==> src/rtl/pwm_pkg.sv <==
package pwm_pkg;
  localparam int PRE_W  = 8;
  localparam int MOD_W  = 8;
  localparam int DUTY_W = 16;
  localparam int OFF_W  = 5;
  localparam int MAX_CH = 4;
  localparam int CH_W   = $clog2(MAX_CH);
  localparam int ADDR_W = OFF_W + CH_W;
  localparam int WORD_W = 32;

  localparam logic [OFF_W-1:0] OFF_PRESC = 5'h00;
  localparam logic [OFF_W-1:0] OFF_MOD   = 5'h04;
  localparam logic [OFF_W-1:0] OFF_DUTY  = 5'h08;
  localparam logic [OFF_W-1:0] OFF_EN    = 5'h18;

  typedef logic [PRE_W-1:0]  presc_t;
  typedef logic [MOD_W-1:0]  mod_t;
  typedef logic [DUTY_W-1:0] duty_t;

  // A modulus of zero behaves as a one-step period.
  function automatic mod_t eff_mod(mod_t m);
    return (m == '0) ? mod_t'(1) : m;
  endfunction

  // Output level for a given step index within the period.
  function automatic logic level_high(mod_t step, duty_t duty);
    return duty_t'(step) < duty;
  endfunction
endpackage

==> src/rtl/pwm_chan_regs.sv <==
module pwm_chan_regs
  import pwm_pkg::*;
(
  input  logic              clk,
  input  logic              rst_n,
  input  logic              wr,
  input  logic [OFF_W-1:0]  off,
  input  logic [DUTY_W-1:0] wdata,
  input  logic              period_end,
  output logic              en,
  output presc_t            presc,
  output mod_t              mod_act,
  output duty_t             duty_act,
  output logic [WORD_W-1:0] rd_val
);
  mod_t  mod_sh;
  duty_t duty_sh;
  logic  pending;

  logic presc_wr, mod_wr, duty_wr, en_wr, start, load;
  assign presc_wr = wr && (off == OFF_PRESC);
  assign mod_wr   = wr && (off == OFF_MOD);
  assign duty_wr  = wr && (off == OFF_DUTY);
  assign en_wr    = wr && (off == OFF_EN);
  assign start    = en_wr && wdata[0] && !en;
  assign load     = pending && (start || period_end);

  always_ff @(posedge clk or negedge rst_n) begin
    if (!rst_n) begin
      presc    <= '0;
      mod_sh   <= '0;
      duty_sh  <= '0;
      en       <= 1'b0;
      mod_act  <= '0;
      duty_act <= '0;
      pending  <= 1'b0;
    end else begin
      if (presc_wr) presc   <= wdata[PRE_W-1:0];
      if (mod_wr)   mod_sh  <= wdata[MOD_W-1:0];
      if (duty_wr)  duty_sh <= wdata;
      if (en_wr)    en      <= wdata[0];
      if (load) begin
        mod_act  <= mod_sh;
        duty_act <= duty_sh;
      end
      // A fresh commit outranks the clear from a simultaneous load.
      if (duty_wr)   pending <= 1'b1;
      else if (load) pending <= 1'b0;
    end
  end

  always_comb begin
    rd_val = '0;
    unique case (off)
      OFF_PRESC: rd_val = WORD_W'(presc);
      OFF_MOD:   rd_val = WORD_W'(mod_sh);
      OFF_DUTY:  rd_val = WORD_W'(duty_sh);
      OFF_EN:    rd_val = WORD_W'(en);
      default:   rd_val = '0;
    endcase
  end

  // the active pair moves only at a period end or at a start.
  p_active_hold_r7: assert property (@(posedge clk) disable iff (!rst_n)
    (!period_end && !start) |=> ($stable(mod_act) && $stable(duty_act)));
  // a pending commit with no new duty write is consumed at the boundary.
  p_commit_consumed_r7: assert property (@(posedge clk) disable iff (!rst_n)
    (period_end && pending && !duty_wr) |=> !pending);
  // a duty write always leaves a commit waiting, even on a boundary.
  p_collide_waits_r9: assert property (@(posedge clk) disable iff (!rst_n)
    duty_wr |=> pending);
endmodule

==> src/rtl/pwm_chan_core.sv <==
module pwm_chan_core
  import pwm_pkg::*;
(
  input  logic   clk,
  input  logic   rst_n,
  input  logic   en,
  input  presc_t presc,
  input  mod_t   mod_act,
  input  duty_t  duty_act,
  output logic   pwm_o,
  output logic   period_end
);
  presc_t pre_cnt;
  mod_t   per_cnt;
  logic   step;

  assign step       = en && (pre_cnt >= presc);
  assign period_end = step && (per_cnt >= eff_mod(mod_act) - mod_t'(1));
  assign pwm_o      = en && level_high(per_cnt, duty_act);

  always_ff @(posedge clk or negedge rst_n) begin
    if (!rst_n) begin
      pre_cnt <= '0;
      per_cnt <= '0;
    end else if (!en) begin
      pre_cnt <= '0;
      per_cnt <= '0;
    end else if (step) begin
      pre_cnt <= '0;
      per_cnt <= period_end ? '0 : per_cnt + mod_t'(1);
    end else begin
      pre_cnt <= pre_cnt + presc_t'(1);
    end
  end

  // a stopped channel holds both counters at zero.
  p_idle_cleared_r8: assert property (@(posedge clk) disable iff (!rst_n)
    !en |=> (pre_cnt == '0 && per_cnt == '0));
  // the step index never leaves the active period.
  p_step_in_range_r4: assert property (@(posedge clk) disable iff (!rst_n)
    en |-> (per_cnt < eff_mod(mod_act)));
endmodule

==> src/rtl/pwm_bank.sv <==
module pwm_bank
  import pwm_pkg::*;
#(
  parameter int NUM_CH = MAX_CH
) (
  input  logic              clk,
  input  logic              rst_n,
  input  logic              bus_valid,
  input  logic              bus_write,
  input  logic [ADDR_W-1:0] bus_addr,
  input  logic [WORD_W-1:0] bus_wdata,
  output logic [WORD_W-1:0] bus_rdata,
  output logic [NUM_CH-1:0] pwm_out
);
  logic [CH_W-1:0]   ch_idx;
  logic [OFF_W-1:0]  off;
  logic [WORD_W-1:0] ch_rd [NUM_CH];
  logic [NUM_CH-1:0] sel;
  logic              unused_wdata_hi;

  assign ch_idx          = bus_addr[ADDR_W-1:OFF_W];
  assign off             = bus_addr[OFF_W-1:0];
  assign unused_wdata_hi = &{1'b0, bus_wdata[WORD_W-1:DUTY_W]};

  for (genvar c = 0; c < NUM_CH; c++) begin : g_ch
    logic   en, period_end;
    presc_t presc;
    mod_t   mod_act;
    duty_t  duty_act;

    assign sel[c] = bus_valid && (ch_idx == CH_W'(c));

    pwm_chan_regs u_regs (
      .clk        (clk),
      .rst_n      (rst_n),
      .wr         (sel[c] && bus_write),
      .off        (off),
      .wdata      (bus_wdata[DUTY_W-1:0]),
      .period_end (period_end),
      .en         (en),
      .presc      (presc),
      .mod_act    (mod_act),
      .duty_act   (duty_act),
      .rd_val     (ch_rd[c])
    );

    pwm_chan_core u_core (
      .clk        (clk),
      .rst_n      (rst_n),
      .en         (en),
      .presc      (presc),
      .mod_act    (mod_act),
      .duty_act   (duty_act),
      .pwm_o      (pwm_out[c]),
      .period_end (period_end)
    );

    // a stop request silences the output on the very next cycle.
    p_stop_now_r8: assert property (@(posedge clk) disable iff (!rst_n)
      (sel[c] && bus_write && off == OFF_EN && !bus_wdata[0]) |=> !pwm_out[c]);
  end

  always_comb begin
    bus_rdata = '0;
    for (int c = 0; c < NUM_CH; c++)
      if (sel[c] && !bus_write) bus_rdata = bus_rdata | ch_rd[c];
  end

  initial begin
    // no more channels than the address field can reach.
    p_ch_count_r3: assert (NUM_CH >= 1 && NUM_CH <= MAX_CH);
  end
endmodule

==> config.mk <==
export PLATFORM = sky130hd
export DESIGN_NAME = pwm_bank
export DESIGN_NICKNAME = d
export VERILOG_FILES = /design/src/rtl/pwm_pkg.sv /design/src/rtl/pwm_chan_regs.sv /design/src/rtl/pwm_chan_core.sv /design/src/rtl/pwm_bank.sv
export SDC_FILE = /design/constraint.sdc
export NUM_CORES = 1
export LEC_CHECK = 0
export BUFFER_PORTS_ARGS = -buffer_cell sky130_fd_sc_hd__buf_2
export CORE_MARGIN = 10
export CORE_UTILIZATION = 67
export CTS_CLUSTER_SIZE = 25
export DETAILED_ROUTE_END_ITERATION = 10
export GPL_TIMING_DRIVEN = 0
export HOLD_SLACK_MARGIN = 0.05
export PLACE_DENSITY = 0.88
export SLEW_MARGIN = 30
export SYNTH_ARGS = -nofsm -noshare
export SYNTH_HDL_FRONTEND = slang
export SYNTH_SLANG_ARGS = --single-unit
==> constraint.sdc <==
create_clock -name clk -period 10.01 [get_ports clk]
set_input_delay 1.001 -clock clk [delete_from_list [all_inputs] [get_ports clk]]
set_output_delay 1.001 -clock clk [all_outputs]
set_load 0.02 [all_outputs]
## Yosys cells after proc, flatten, opt, wreduce, memory -nomap -nowiden

Index checks and enable logic that the tools add are counted.

- Add/sub/neg operators: 12
- Multiply operators: 0
- Divide/modulo/power cells: 0
- Magnitude comparators: 12
- Equal/unequal tests: 10
- Shifts and indexed selects: 0
- Multiplexer cells: 40
- Bitwise gates (word level): 3
- Reductions and logical operators: 71

Operators with widths:

| cell | count |
|---|---|
| $pmux 16 s4 | 4 |
| $mux 8 | 24 |
| $mux 32 | 4 |
| $or 32x32->32 | 3 |
| $add 8x1->8 const B | 8 |
| $ge 8x8->1 | 8 |
| $lt 8x16->1 | 4 |
| $logic_and 1x1->1 | 52 |
| $logic_not 8->1 | 4 |
| $sub 8x1->8 const B | 4 |
| $mux 1 | 8 |
| $ne 2x1->1 const B | 4 |
| $reduce_bool 2->1 | 4 |
| $eq 5x3->1 const B | 1 |
| $eq 5x4->1 const B | 1 |
| $eq 5x5->1 const B | 1 |
| $logic_not 1->1 | 5 |
| $logic_not 5->1 | 1 |
| $eq 2x2->1 const B | 2 |
| $logic_or 1x1->1 | 4 |
| $eq 2x1->1 const B | 1 |
| $logic_not 2->1 | 1 |

- Register bits: 296
- Bits in latches: 0
- Bits in writable memories: 0
- ROM bits: 0
- Input bits: 43
- Word-level logic and storage cells: 184
- Memories kept: 0

## Logic depth before layout (Yosys ltp)

- Depth after elaboration: 10
- Depth in mapped cells: 17

## Hierarchy

A second synthesis with hierarchy kept.

- Cells, all modules: 2,012
- Area, all modules: 19,520.0 µm²

Modules (own cells, without submodules):

| module | times used | cells each | area an instance (µm²) |
|---|---|---|---|
| pwm_chan_regs | 4 | 299 | 3,106.7 |
| pwm_chan_core at g_ch[1].u_core ... | 3 | 174 | 1,515.2 |
| pwm_chan_core at g_ch[0].u_core | 1 | 174 | 1,542.7 |
| pwm_bank | 1 | 120 | 1,004.7 |

## Worst setup path after synthesis

No wires, ideal clock.

- Path kind: register -> register
- Start point: register g_ch[0].u_regs.mod_act[3]
- End point: register g_ch[0].u_regs.duty_act[0]
- Setup time: 0.125 ns
- Arrival time: 3.571 ns
- Setup slack: 6.314 ns
- Cell stages (with the launch flop): 16
- Buffers on the path: 1
- Clock period less this slack: 3.696 ns
- Cell sequence: dfrtp_1 > or3_1 > or2_2 > or3_1 > nor2_1 > nor2_1 > ha_1 > xnor2_1 > ha_1 > a211oi_1 > o21ai_0 > a211oi_1 > nor3b_1 > o21ai_2 > buf_6 > mux2_2

- Cells in the longest elaborated chain, start to end: 7

Ends and longest elaborated chain:

| element | line | text |
|---|---|---|
| start, declared | pwm_chan_regs.sv:12 | `output mod_t mod_act,` |
| start signal, assigned | pwm_chan_regs.sv:43 | `mod_act <= mod_sh;` |
| $logic_not 8->1 | pwm_pkg.sv:22 | `return (m == '0) ? mod_t'(1) : m;` |
| $mux 8 (*) | pwm_pkg.sv:22 |  |
| $sub 8x1->8 (*) | pwm_chan_core.sv:18 | `assign period_end = step && (per_cnt >= eff_mod(mod_act) - mod_t'(1));` |
| $ge 8x8->1 (*) | pwm_chan_core.sv:18 |  |
| $logic_and 1x1->1 (*) | pwm_chan_core.sv:18 |  |
| $logic_or 1x1->1 (*) | pwm_chan_regs.sv:26 | `assign load = pending && (start \|\| period_end);` |
| $logic_and 1x1->1 (*) | pwm_chan_regs.sv:26 |  |
| end signal, assigned | pwm_chan_regs.sv:44 | `duty_act <= duty_sh;` |
| end, declared | pwm_chan_regs.sv:13 | `output duty_t duty_act,` |

Every way passes the cells marked *; elsewhere a longest branch is shown, timed or not.
A chain may end at the register's enable or synchronous reset.

## Final worst setup path

- Start point: input port bus_addr[1]
- End point: output port bus_rdata[4]

- Cells in the longest elaborated chain, start to end: 9
- Elaborated cells on any way between the ends: 15
- Classes of those cells: eq/ne: 3; mux: 8; bitwise: 3; reduce/logical: 1

Ends and longest elaborated chain:

| element | line | text |
|---|---|---|
| start, declared | pwm_bank.sv:10 | `input logic [ADDR_W-1:0] bus_addr,` |
| $eq 5x5->1 (tied with other cells) | pwm_chan_regs.sv:54 | `unique case (off)` |
| $pmux 16 s4 | pwm_chan_regs.sv:54 |  |
| $mux 32 | pwm_bank.sv:66 | `if (sel[c] && !bus_write) bus_rdata = bus_rdata \| ch_rd[c];` |
| $or 32x32->32 | pwm_bank.sv:66 |  |
| $mux 32 | pwm_bank.sv:66 |  |
| $or 32x32->32 | pwm_bank.sv:66 |  |
| $mux 32 | pwm_bank.sv:66 |  |
| $or 32x32->32 | pwm_bank.sv:66 |  |
| $mux 32 (*) | pwm_bank.sv:66 |  |
| end, declared | pwm_bank.sv:12 | `output logic [WORD_W-1:0] bus_rdata,` |

Marks and branches as above.

==> metrics.yaml <==
status: "finished with violations"
violations: "design-rule violations"
hold_viol: 0
place_congestion: 0.9293
p_sw_uw: 767.5
crit_path_start_kind: "input pin"
finalInstanceArea_um2: 17540
avgViaCountPerCell: 6.502
worstPathArrival_ns: 3.54
synth-seq-cells: 296
final.setup.tns_ns: 0
fin_worst_skew_ns: 0.02092
synth_top_family_by_area: "multiplexers"
cts.path.max_buffers: 3
powerDensity_nw_per_um2: 169.3
fillers: 1388
ys_warn_count: 0
clkTransAtPathRegs_ns: 0.07
start_util: 0.6857
cp.required_ns: 9.01
irDropWorstVdd_uv: 150.1
routed_wl_mm: 39.70
grt_usage: 0.2586
final_common_cell: "dfrtp_1"
htreeDepth: 1
synth_compound_area_frac: 0.1008
syn_area_um2: 15670
relSlewSlack: 0.5047
die_h_um: 172.9
syn_inst: 1321
mostFrequentLayoutCells: "dfrtp_1, mux2_2, ha_1"
antenna_found_initial: 3
clock_latency_ns: 0.57
min_period_ns: 4.539
area_growth_syn_to_layout_pct: 12.00
report.final.slew_viol_count: 0
synth_edf_count: 0
grt_pass1_vias: 11720
cts_hold_buf: 0
dieArea_um2: 29900
cts_tree: "yes"
route.detailed.drc: 3
portBuffers: 45
hpwlAfterDp_mm: 27.47
seqPwrFrac: 0.441
placed_area_um2: 16430
p_leak_uw: 0.008506
fmax_ghz: 0.2203
wl_per_cell_um: 22.59
num_vias: 11420
fin_nets: 1564
drtPass1Iterations: 11
post_cts_buffers: 0
synth.avg_cell_area_um2: 11.86
grt_overflow: 0
ant_nets: 0
grt_pass1_wl_mm: 63.75
cp-end-kind: "output pin"
ios: 79
cts_made_buffers: 31
critPathKind: "input pin to output pin"
ys_async_sr_fraction: 1.000
synth_xor_area_frac: 0.02236
coreArea_um2: 22850
ys_seq_area_frac: 0.4728
cp_max_fo: 10
pwr-share-clk: 0.423
ys.flop_type: "dfrtp_1"
grt_start_max_net_pins: 89
period_share: 0.4534
hp-class: "input pin to async pin"
synth_mux_area_frac: 0.1807
cts_resized: 0
setup_viol: 0
synthAdderAreaFrac: 0.08307
cts.sinks: 296
cts-root-buf: "clkbuf_16"
synth-simple-area-share: 0.09497
placementRows: 55
ys_types: 60
rsz0062_at_grt: "false"
tightest_slew_ns: 0.7429
max-cap-violations: 0
intPower_uw: 2202
drive_gt1_frac: 0.2712
drt-initial-drc-count: 1345
power_frac_comb: 0.136
power.share.switching: 0.2584
die_width_um: 172.9
==> cells in the mapped netlist (13+ instances only) <==
cell / instances / share of area
a21oi_1: 28 / 0.0089
a222oi_1: 36 / 0.023
nand3_1: 39 / 0.012
xnor2_1: 18 / 0.010
nor2_1: 75 / 0.018
a211oi_1: 21 / 0.010
xor2_1: 22 / 0.012
clkbuf_1: 23 / 0.0055
ha_1: 104 / 0.083
inv_1: 83 / 0.020
o21ai_0: 36 / 0.012
buf_4: 22 / 0.011
a31oi_1: 13 / 0.0052
nand2_1: 51 / 0.012
mux2_2: 188 / 0.14
and3_1: 21 / 0.0084
nand2b_1: 13 / 0.0052
mux2_4: 40 / 0.038
nor4_1: 13 / 0.0052
dfrtp_1: 296 / 0.47
==> sequential cells by signal, indices dropped and copies added (netlist names) <==
register and flops:
g_ch.u_core.pre_cnt 32, g_ch.u_regs.en 4, g_ch.u_regs.mod_act 32, g_ch.u_core.per_cnt 32, g_ch.u_regs.pending 4, g_ch.u_regs.presc 32
g_ch.u_regs.duty_act 64, g_ch.u_regs.mod_sh 32, g_ch.u_regs.duty_sh 64
==> per-layer routing <==
metal	wire (um)	vias to the layer above	global-route usage
li1	-	5024	-
met1	15470	5724	0.3323
met2	19330	545	0.4296
met3	3392	129	0.04814
met4	1484	2	0.09307
met5	13	-	0
==> area by class of cell <==
cell class                 count  area [um^2]  share of cell area
antenna                        2        5.005           0.0002853
buffer                        64        394.1             0.02246
clock buffer                  42        847.1             0.04828
clock inverter                16        261.5             0.01491
inverter                      83        311.5             0.01776
multi-input combinational    893         7609              0.4337
sequential                   296         7407              0.4222
tap                          313        391.6             0.02232
timing repair buffer          48        317.8             0.01811
==> logic make-up (layout without fill, tap and decap cells) <==
family	count (synthesis)	after routing
AOI/OAI and AO/OA	213	213
xor gates and xnor gates	40	40
other	1	18
DFF	296	296
buffers and inverters	147	253
muxes	239	239
and+or+nand+nor	281	281
adders and majority gates	104	104
==> power groups by stage <==
stage               clock network [uW]  logic [uW]  registers (uW)
floorplan                            0         281            1300
global placement                     0         368            1320
detailed placement                   0         396            1330
CTS                               1260         403            1310
global route                      1310         453            1310
finish                            1260         405            1310
==> stage by stage <==
stage                     hold WS [ns]  cells  total power, uW  utilization  worst slack [ns]
final                           0.4116   1757             2970       0.7679             5.471
after global routing            0.4478   1755             3073       0.7677             5.365
after CTS                       0.4263   1755             2971       0.7677             5.618
after detailed placement        0.4939   1697             1721       0.7192             5.627
after global placement          0.4816   1694             1689       0.7151             2.687
after floorplan                 0.4646   1336             1585            -             6.314
==> path summary, 6_finish.rpt <==
check	start	endpoint	slack, ns	depth (start not counted)
max reg2reg	g_ch[0].u_regs.mod_act[3]$_DFFE_PN0P_	g_ch[0].u_regs.duty_act[12]$_DFFE_PN0P_	5.70	15
max in group asynchronous	rst_n	g_ch[0].u_regs.mod_act[0]$_DFFE_PN0P_	8.78	2
min in group clk	g_ch[0].u_regs.duty_act[14]$_DFFE_PN0P_	g_ch[0].u_regs.duty_act[14]$_DFFE_PN0P_	0.50	1
min	rst_n	g_ch[2].u_core.per_cnt[5]$_DFFE_PN0P_	0.41	1
min reg2reg	g_ch[0].u_regs.duty_act[14]$_DFFE_PN0P_	g_ch[0].u_regs.duty_act[14]$_DFFE_PN0P_	0.50	1
max	bus_addr[1]	bus_rdata[4]	5.47	9
==> critical path: stages <==
cell	delay, ns
buf_2	0.13
nor3_1	0.24
and2_1	0.16
buf_2	0.21
clkbuf_1	0.50
clkbuf_1	0.43
a222oi_1	0.25
o221ai_1	0.37
buf_2	0.24
(Power assumes the default switching activity.)
